### src/rtl/tsfifo_pkg.sv
package tsfifo_pkg;

  // Strobes from control to datapath, one set per cycle.
  typedef struct packed {
    logic wrEn;   // data token stored at the tail
    logic ctlEn;  // control token applied to the empty-channel time
    logic rdEn;   // group of tokens removed from the head
  } chanStrobe_t;

endpackage

### src/rtl/tsfifo_ctrl.sv
module tsfifo_ctrl
  import tsfifo_pkg::*;
#(
  parameter int DEPTH = 8,
  parameter int CNT_W = $clog2(DEPTH + 1)
) (
  input  logic             clk,
  input  logic             rstN,
  input  logic             wrValid,
  input  logic             ctlValid,
  input  logic             rdReq,
  input  logic [CNT_W-1:0] rdRate,
  output chanStrobe_t      strobe,
  output logic [CNT_W-1:0] count,
  output logic             full,
  output logic             empty,
  output logic             rdAccept
);

  localparam logic [CNT_W-1:0] DEPTH_C = CNT_W'(DEPTH);

  logic [CNT_W-1:0] countNext;

  assign full  = (count == DEPTH_C);
  assign empty = (count == '0);

  always_comb begin
    strobe.rdEn  = rdReq && (rdRate != '0) && (rdRate <= count);
    strobe.wrEn  = wrValid && !full;
    strobe.ctlEn = ctlValid && empty && !strobe.wrEn;
  end

  assign rdAccept = strobe.rdEn;

  always_comb begin
    countNext = count;
    if (strobe.rdEn) countNext = countNext - rdRate;
    if (strobe.wrEn) countNext = countNext + CNT_W'(1);
  end

  always_ff @(posedge clk) begin
    if (!rstN) count <= '0;
    else       count <= countNext;
  end

  // occupancy never exceeds the configured depth
  a_r6_count_bound: assert property (@(posedge clk) disable iff (!rstN)
    count <= DEPTH_C);

  // count steps by the writes minus the granted rate
  a_r10_count_step: assert property (@(posedge clk) disable iff (!rstN)
    strobe.rdEn && strobe.wrEn |=> count == $past(count) - $past(rdRate) + CNT_W'(1));

  // an ungranted read with no write leaves the occupancy alone
  a_r9_no_consume: assert property (@(posedge clk) disable iff (!rstN)
    !strobe.rdEn && !strobe.wrEn |=> $stable(count));

endmodule

### src/rtl/tsfifo_dpath.sv
module tsfifo_dpath
  import tsfifo_pkg::*;
#(
  parameter int DEPTH = 8,
  parameter int TS_W  = 32,
  parameter int CNT_W = $clog2(DEPTH + 1),
  parameter int PTR_W = $clog2(DEPTH)
) (
  input  logic             clk,
  input  logic             rstN,
  input  chanStrobe_t      strobe,
  input  logic [CNT_W-1:0] rdRate,
  input  logic [TS_W-1:0]  wrTime,
  input  logic [TS_W-1:0]  ctlTime,
  input  logic             empty,
  output logic [TS_W-1:0]  chanTime,
  output logic [TS_W-1:0]  rdLastTime,
  output logic             monoErr
);

  logic [TS_W-1:0]  slotTime [DEPTH];
  logic [PTR_W-1:0] wrPtr;
  logic [PTR_W-1:0] rdPtr;
  logic [PTR_W-1:0] groupEnd;
  logic [TS_W-1:0]  floorTime;
  logic [TS_W-1:0]  prevWrTime;

  // Per-slot storage; one enable per entry.
  for (genvar i = 0; i < DEPTH; i++) begin : g_slot
    always_ff @(posedge clk) begin
      if (strobe.wrEn && (wrPtr == PTR_W'(i))) slotTime[i] <= wrTime;
    end
  end

  // Index of the newest token in the group being removed (modulo depth).
  assign groupEnd = rdPtr + rdRate[PTR_W-1:0] - PTR_W'(1);

  always_ff @(posedge clk) begin
    if (!rstN) begin
      wrPtr <= '0;
      rdPtr <= '0;
    end else begin
      if (strobe.wrEn) wrPtr <= wrPtr + PTR_W'(1);
      if (strobe.rdEn) rdPtr <= rdPtr + rdRate[PTR_W-1:0];
    end
  end

  always_ff @(posedge clk) begin
    if (!rstN) rdLastTime <= '0;
    else if (strobe.rdEn) rdLastTime <= slotTime[groupEnd];
  end

  // Empty-channel time: last data token received, raised by control tokens.
  always_ff @(posedge clk) begin
    if (!rstN) floorTime <= '0;
    else if (strobe.wrEn) floorTime <= wrTime;
    else if (strobe.ctlEn && (ctlTime > floorTime)) floorTime <= ctlTime;
  end

  always_ff @(posedge clk) begin
    if (!rstN) begin
      prevWrTime <= '0;
      monoErr    <= 1'b0;
    end else begin
      monoErr <= strobe.wrEn && (wrTime < prevWrTime);
      if (strobe.wrEn) prevWrTime <= wrTime;
    end
  end

  assign chanTime = empty ? floorTime : slotTime[rdPtr];

  // the head time cannot change while tokens are held and none are removed
  a_r1_head_hold: assert property (@(posedge clk) disable iff (!rstN)
    !empty && !strobe.rdEn |=> chanTime == $past(chanTime));

  // an idle empty channel keeps reporting the same time
  a_r2_empty_hold: assert property (@(posedge clk) disable iff (!rstN)
    empty && !strobe.wrEn && !strobe.ctlEn && !strobe.rdEn |=> $stable(chanTime));

  // after a control token the channel time is at least the promise
  a_r3_ctl_raise: assert property (@(posedge clk) disable iff (!rstN)
    strobe.ctlEn |=> chanTime >= $past(ctlTime) && chanTime >= $past(chanTime));

  // the error pulse only follows a stored data write
  a_r5_flag_after_write: assert property (@(posedge clk) disable iff (!rstN)
    monoErr |-> $past(strobe.wrEn));

  // the group-end time holds when nothing is read
  a_r8_last_hold: assert property (@(posedge clk) disable iff (!rstN)
    !strobe.rdEn |=> $stable(rdLastTime));

endmodule

### src/rtl/tsfifo_top.sv
module tsfifo_top
  import tsfifo_pkg::*;
#(
  parameter int DEPTH = 8,
  parameter int TS_W  = 32,
  localparam int CNT_W = $clog2(DEPTH + 1),
  localparam int PTR_W = $clog2(DEPTH)
) (
  input  logic             clk,
  input  logic             rstN,
  input  logic             wrValid,
  input  logic [TS_W-1:0]  wrTime,
  input  logic             ctlValid,
  input  logic [TS_W-1:0]  ctlTime,
  input  logic             rdReq,
  input  logic [CNT_W-1:0] rdRate,
  output logic             rdAccept,
  output logic [TS_W-1:0]  rdLastTime,
  output logic [TS_W-1:0]  chanTime,
  output logic             full,
  output logic             empty,
  output logic [CNT_W-1:0] count,
  output logic             monoErr
);

  chanStrobe_t strobe;

  tsfifo_ctrl #(.DEPTH(DEPTH), .CNT_W(CNT_W)) u_ctrl (
    .clk      (clk),
    .rstN     (rstN),
    .wrValid  (wrValid),
    .ctlValid (ctlValid),
    .rdReq    (rdReq),
    .rdRate   (rdRate),
    .strobe   (strobe),
    .count    (count),
    .full     (full),
    .empty    (empty),
    .rdAccept (rdAccept)
  );

  tsfifo_dpath #(.DEPTH(DEPTH), .TS_W(TS_W), .CNT_W(CNT_W), .PTR_W(PTR_W)) u_dpath (
    .clk        (clk),
    .rstN       (rstN),
    .strobe     (strobe),
    .rdRate     (rdRate),
    .wrTime     (wrTime),
    .ctlTime    (ctlTime),
    .empty      (empty),
    .chanTime   (chanTime),
    .rdLastTime (rdLastTime),
    .monoErr    (monoErr)
  );

endmodule

### config.mk
export PLATFORM = sky130hd
export DESIGN_NAME = tsfifo_top
export DESIGN_NICKNAME = d
export VERILOG_FILES = /design/src/rtl/tsfifo_pkg.sv /design/src/rtl/tsfifo_ctrl.sv /design/src/rtl/tsfifo_dpath.sv /design/src/rtl/tsfifo_top.sv
export SDC_FILE = /design/constraint.sdc
export NUM_CORES = 1
export LEC_CHECK = 0
export CAP_MARGIN = 30
export CORE_MARGIN = 2
export CORE_UTILIZATION = 59
export DETAILED_ROUTE_END_ITERATION = 8
export PLACE_DENSITY_LB_ADDON = 0.2
export SLEW_MARGIN = 0
export SYNTH_ARGS = -nofsm -noshare
export SYNTH_HDL_FRONTEND = slang
export SYNTH_SLANG_ARGS = --single-unit
### constraint.sdc
create_clock -name clk -period 4.5 [get_ports clk]
set_input_delay 0.9 -clock clk [delete_from_list [all_inputs] [get_ports clk]]
set_output_delay 0.9 -clock clk [all_outputs]
set_load 0.05 [all_outputs]
### Word level (Yosys, flattened, before mapping)

Memory sizes are Yosys's and may differ from the RTL's. A register that Yosys moved wholly into a read port is not among the register bits.
Index checks and enable logic that the tools add are counted.

* register bits: 75
* memory bits (writable): 256
* input port bits: 73
* output and inout port bits: 72
* word-level logic and storage cells: 96
* memories: 1

Memory list
* u_dpath.slotTime: words 8, bits a word 32, rd ports 2, clocked after Yosys merged registers in 2, wr ports 1, line tsfifo_dpath.sv:21 `logic [TS_W-1:0] slotTime [DEPTH];`

* add/subtract/negate cells: 5
* order comparisons: 3
* eq/ne operators: 8
* muxes and demuxes: 44
* reduce and logical (&&, ||, !) cells: 29

Operators with widths (number)
* 32-bit 2-to-1 mux: 10
* 32-bit OR reduction: 7
* 32-bit > comparator: 1
* 32-bit less-than comparator: 1
* 3-bit 2-to-1 mux: 9
* 1-bit 2-to-1 mux: 23
* 1-bit logical AND: 15
* 3-bit equality test, second input constant: 4
* 4-bit 2-to-1 mux: 2
* 3-bit by 2-bit equality test with 1-bit output, second input constant: 2
* 4-bit by 1-bit adder with 4-bit output, second input constant: 1
* 4-bit equality test, second input constant: 1
* 4-bit <= comparator: 1
* 4-bit zero test: 1
* 4-bit nonzero test: 1
* 4-bit subtractor: 1
* 3-bit by 1-bit adder with 3-bit output, second input constant: 1
* 3-bit adder: 1
* 3-bit by 1-bit equality test with 1-bit output, second input constant: 1
* 1-bit zero test: 3
* 3-bit zero test: 1
* 3-bit by 1-bit subtractor with 3-bit output, second input constant: 1
* 2-bit nonzero test: 1

### Depth between registers and ports, before layout

* depth in word-level cells: 14
* depth in mapped cells: 14
* mapped depth without buffers: 13

### Cells and area by module

From an unflattened synthesis, not the netlist that was laid out.

* cells, all modules: 1323
* area total of the unflattened synthesis: 18154.9 um2

Modules (own cells, without submodules)
* tsfifo_dpath: instances 1, cells each 1261, area each 17613.1 um2
* tsfifo_ctrl: instances 1, cells each 62, area each 541.8 um2

### Least setup slack after synthesis

No wires, ideal clock.

* path type: input to output
* start: input port rdRate[0]
* end: output port rdAccept
* data arrival time: 2.965 ns
* data required time: 3.600 ns
* path slack: 0.635 ns
* stages on the path: 11
* buffers on the path: 3
* cell sequence: ha_1 -> inv_1 -> fa_1 -> a21o_1 -> a21o_1 -> a21oi_1 -> or2_1 -> buf_2 -> inv_1 -> clkbuf_1 -> clkbuf_1

* word-level cells in the longest chain between the ends: 3
* elaborated cells on any way between the ends: 4

RTL lines
* from (decl): line tsfifo_top.sv:16 `input logic [CNT_W-1:0] rdRate,`
* parallel branches: the longest is 2 deep, another holds 4-bit <= comparator
* 1-bit logical AND (*): line tsfifo_ctrl.sv:28 `strobe.rdEn = rdReq && (rdRate != '0) && (rdRate <= count);`
* to (decl): line tsfifo_top.sv:17 `output logic rdAccept,`

Mark *: on every way between the ends.

### Final worst setup path

Ends and elaborated chain as after synthesis.

==> impl_summary.txt <==
----------------------------------------------------
[Global route]
  First-pass GRT wire length ... 69.5 mm
  Global route overflow ... 0
  Maximum number of pins on one net before global-route repair ... 69
  Number of antenna violations at the first check in global routing ... 0
  Total track usage ... 0.294
  Vias in the first global route ... 11949

[Cells and area]
  Commonest non-fill, non-tap cell in the layout ... sky130_fd_sc_hd__edfxtp_1
  Relative area change from synthesis to final layout ... 18.7%
  Area taken by multi-input logic gates ... 7410 µm²
  Seq. cell area ... 9900 µm²
  Nets ... 1609
  Highest-count cells in the layout ignoring fill and taps ... sky130_fd_sc_hd__edfxtp_1 (256), sky130_fd_sc_hd__nand2_1 (211), sky130_fd_sc_hd__clkdlybuf4s50_1 (142)
  Proportion of layout cells with a drive suffix above 1 ... 0.126
  Cell area after layout ... 21300 µm²
  Number of diodes added for antenna fixing ... 0
  Non-Filler Instances ... 1877
  Number of filler instances in the final layout ... 1944

[Clocking]
  Inserted Clock Buffers ... 39
  Setup Buffers After CTS ... 0
  Number of buffers added to fix hold violations after cts ... 0
  Max H-tree Level ... 2
  Clock Pin Slew Worst Setup and Hold Paths ... 0.06 ns
  CTS tree ... done
  Buffer cell driving the clock tree root ... sky130_fd_sc_hd__clkbuf_16
  Insertion delay to the later sink of the worst-skew pair ... 0.53 ns
  Number of sinks handled by clock tree synthesis ... 366
  Post-cts repair resize count ... 0
  Maximum number of buffers from clock root to sink ... 3

[STA]
  Measured slew at the worst slew-check pin ... 0.762 ns
  Final TNS setup ... 0 ns
  Timing-limited maximum frequency ... 0.236 GHz
  Final clock skew ... 0.0182 ns
  Final critical-path required period ... 4.23 ns
  Worst Hold Slack ... 0.462 ns
  Total of endpoints with negative setup slack in the final report ... 0
  Setup repair after global routing missed its margin ... no
  Max-slew violations ... 0
  Worst-case headroom to the max-slew limit ... 0.492
  Final cycle utilization of the critical path ... 0.940
  Final Hold Violating Endpoints ... 0

[Detailed routing]
  Count of TritonRoute iterations in the first routing pass ... 6
  Detailed-route vias per instance ... 6.38
  DR WL/cell ... 24.6 µm
  Number of DRC violations after detailed-routing iteration 0 ... 1223
  Final antenna-violating net count ... 0
  DRC violation count after routing ... 0
  Overall via count from detail_route ... 11971
  Final routed wirelength across all metal layers ... 46.2 mm

[Placement]
  Dpl hpwl ... 29.1 mm
  Routability congestion estimate ... 0.875
  Cell count after placement ... 1807
  Post-Place Cell Area ... 20000 µm²
  Port Buf Inserts ... 144

[Floorplan]
  Initial core utilization ... 0.602
  Number of standard-cell rows in the floorplan ... 63
  DIE WIDTH ... 178 µm
  Die Footprint ... 31800 µm²
  Core Region ... 29800 µm²
  Boundary Pins ... 145
  Die Y ... 178 µm

[Job]
  Number of max-cap violations ... 0

[Worst setup path]
  Required time of the critical path ... 3.60 ns
  Number of cell instances on the worst register-to-register path ... 10
  Worst-path fanout max ... 7
  Crit end category ... output pin
  Worst EP arrival ... 3.33 ns
  Crit path launch type ... input pin
  Crit path kind ... input pin to output pin

[Yosys]
  Number of synthesized register bits ... 366
  Leading register cell type out of synthesis ... sky130_fd_sc_hd__edfxtp_1
  Post-Syn Area ... 17900 µm²
  Number of enable flip-flop cells after synthesis ... 256
  Sequential-to-total area share from yosys stat ... 0.552
  Asr flop ratio synth ... 0
  Instance count of the mapped netlist ... 1303
  Net Count, Synth ... 1454
  Yosys Warn Count ... 0
  Mean instance size in the synthesized netlist ... 13.8 µm²
  Number of distinct library cell variants in the gate-level netlist after synthesis ... 47

[Pwr]
  LEAKAGE ... 7.68 nW
  Total power per unit cell area ... 461 nW/µm²
  Maximum resistive drop on vdd ... 0.000324 V

[Outcome]
  Run status ... finished clean

[Min path]
  WHS Path Cells ... 2
  Class of the tightest hold or removal check ... register to register

----------------------------------------------------
metrics by stage:
stage | setup slack, ns | power (mW) | utilization
after global placement | 0.353 | 6.60 | 0.671
final | 0.268 | 9.82 | 0.714
after CTS | 0.284 | 9.85 | 0.714
after global routing | 0.122 | 10.1 | 0.714
after floorplan | 0.635 | 5.78 | -
after detailed placement | 0.208 | 6.65 | 0.671
final timing paths:
check                                      startpoint                      to  slack [ns]
worst max-delay path                        rdRate[0]                rdAccept        0.27
worst min-delay path            u_dpath.prevWrTime[6]   u_dpath.prevWrTime[6]        0.46
worst max register to register       u_dpath.rdPtr[0]  u_dpath.rdLastTime[27]        1.30
worst min register to register  u_dpath.prevWrTime[6]   u_dpath.prevWrTime[6]        0.46
flip-flops by register name (all words and copies together), names as in the netlist, named ones only:
signal	count
u_ctrl.count	4
u_dpath.floorTime	32
u_dpath.monoErr	1
u_dpath.prevWrTime	32
u_dpath.rdLastTime	32
u_dpath.rdPtr	3
u_dpath.slotTime	256
u_dpath.wrPtr	3
layout make-up:
cell class / instances / area share
sequential: 366 / 0.465
tap: 390 / 0.0229
timing repair buffer: 194 / 0.0897
inverter: 76 / 0.0134
clock inverter: 19 / 0.00900
clock buffer: 51 / 0.0519
multi-input combinational: 781 / 0.348
metal layers:
layer  vias up  wire [µm]  part of all wire  global-route usage
met5         -          0                 0                   0
met4         0       1170             0.025              0.0945
met3        86       3550             0.077              0.0384
met2       597      23800              0.52               0.513
met1      5976      17600              0.38               0.385
li1       5312          -                 -                   -
power breakdown:
| group | total, mW | internal, mW | switching [mW] |
|---|---|---|---|
| sequential | 3.93 | 3.80 | 0.135 |
| combinational | 2.66 | 1.08 | 1.58 |
| clock | 3.22 | 1.91 | 1.31 |
critical path: stages:
cell,delay [ns]
sky130_fd_sc_hd__clkdlybuf4s50_1,0.53
sky130_fd_sc_hd__ha_1,0.16
sky130_fd_sc_hd__inv_1,0.06
sky130_fd_sc_hd__fa_1,0.39
sky130_fd_sc_hd__a21o_1,0.17
sky130_fd_sc_hd__a21o_1,0.17
sky130_fd_sc_hd__a21oi_1,0.26
sky130_fd_sc_hd__or2_1,0.34
sky130_fd_sc_hd__inv_2,0.14
sky130_fd_sc_hd__buf_4,0.22
cells by family (layout without fill, tap and decap cells):
kind of cell | count (synthesis) | in the layout | share of synthesized area
DFF | 366 | 366 | 0.552
and+or+nand+nor | 269 | 269 | 0.0630
AOI/OAI and AO/OA | 231 | 231 | 0.0769
muxes | 194 | 194 | 0.211
buffers and inverters | 156 | 340 | 0.0372
adders and majority gates | 78 | 78 | 0.0553
xor gates and xnor gates | 9 | 9 | 0.00482
cells in the mapped netlist, types with 2 or more instances:
cell	instances	share of area
sky130_fd_sc_hd__and2_1	8	0.0028
sky130_fd_sc_hd__xor2_1	2	0.00098
sky130_fd_sc_hd__a21oi_1	23	0.0064
sky130_fd_sc_hd__nor2_1	8	0.0017
sky130_fd_sc_hd__and3_1	7	0.0024
sky130_fd_sc_hd__mux2i_1	65	0.036
sky130_fd_sc_hd__nand2_1	211	0.044
sky130_fd_sc_hd__dfxtp_1	110	0.12
sky130_fd_sc_hd__a31oi_1	34	0.012
sky130_fd_sc_hd__nor3b_1	2	0.00084
sky130_fd_sc_hd__mux4_2	64	0.080
sky130_fd_sc_hd__o21ai_0	107	0.030
sky130_fd_sc_hd__a21o_1	13	0.0054
sky130_fd_sc_hd__buf_2	11	0.0031
sky130_fd_sc_hd__nand3_1	4	0.0011
sky130_fd_sc_hd__edfxtp_1	256	0.43
sky130_fd_sc_hd__xnor2_1	6	0.0029
sky130_fd_sc_hd__nand4_1	13	0.0045
sky130_fd_sc_hd__inv_1	76	0.016
sky130_fd_sc_hd__mux4_1	64	0.094
sky130_fd_sc_hd__ha_1	76	0.053
sky130_fd_sc_hd__a211oi_1	2	0.00084
sky130_fd_sc_hd__fa_1	2	0.0022
sky130_fd_sc_hd__nor4_1	3	0.0010
sky130_fd_sc_hd__a21boi_0	36	0.015
sky130_fd_sc_hd__buf_1	5	0.0010
sky130_fd_sc_hd__or3_1	2	0.00070
sky130_fd_sc_hd__buf_6	9	0.0057
sky130_fd_sc_hd__nor3_1	4	0.0011
sky130_fd_sc_hd__clkbuf_1	55	0.012
sky130_fd_sc_hd__o21a_1	2	0.00084
sky130_fd_sc_hd__a221oi_1	3	0.0015
sky130_fd_sc_hd__nand2b_1	4	0.0014
sky130_fd_sc_hd__o211ai_1	3	0.0013
Note: power is estimated with default switching activity, not from simulation.
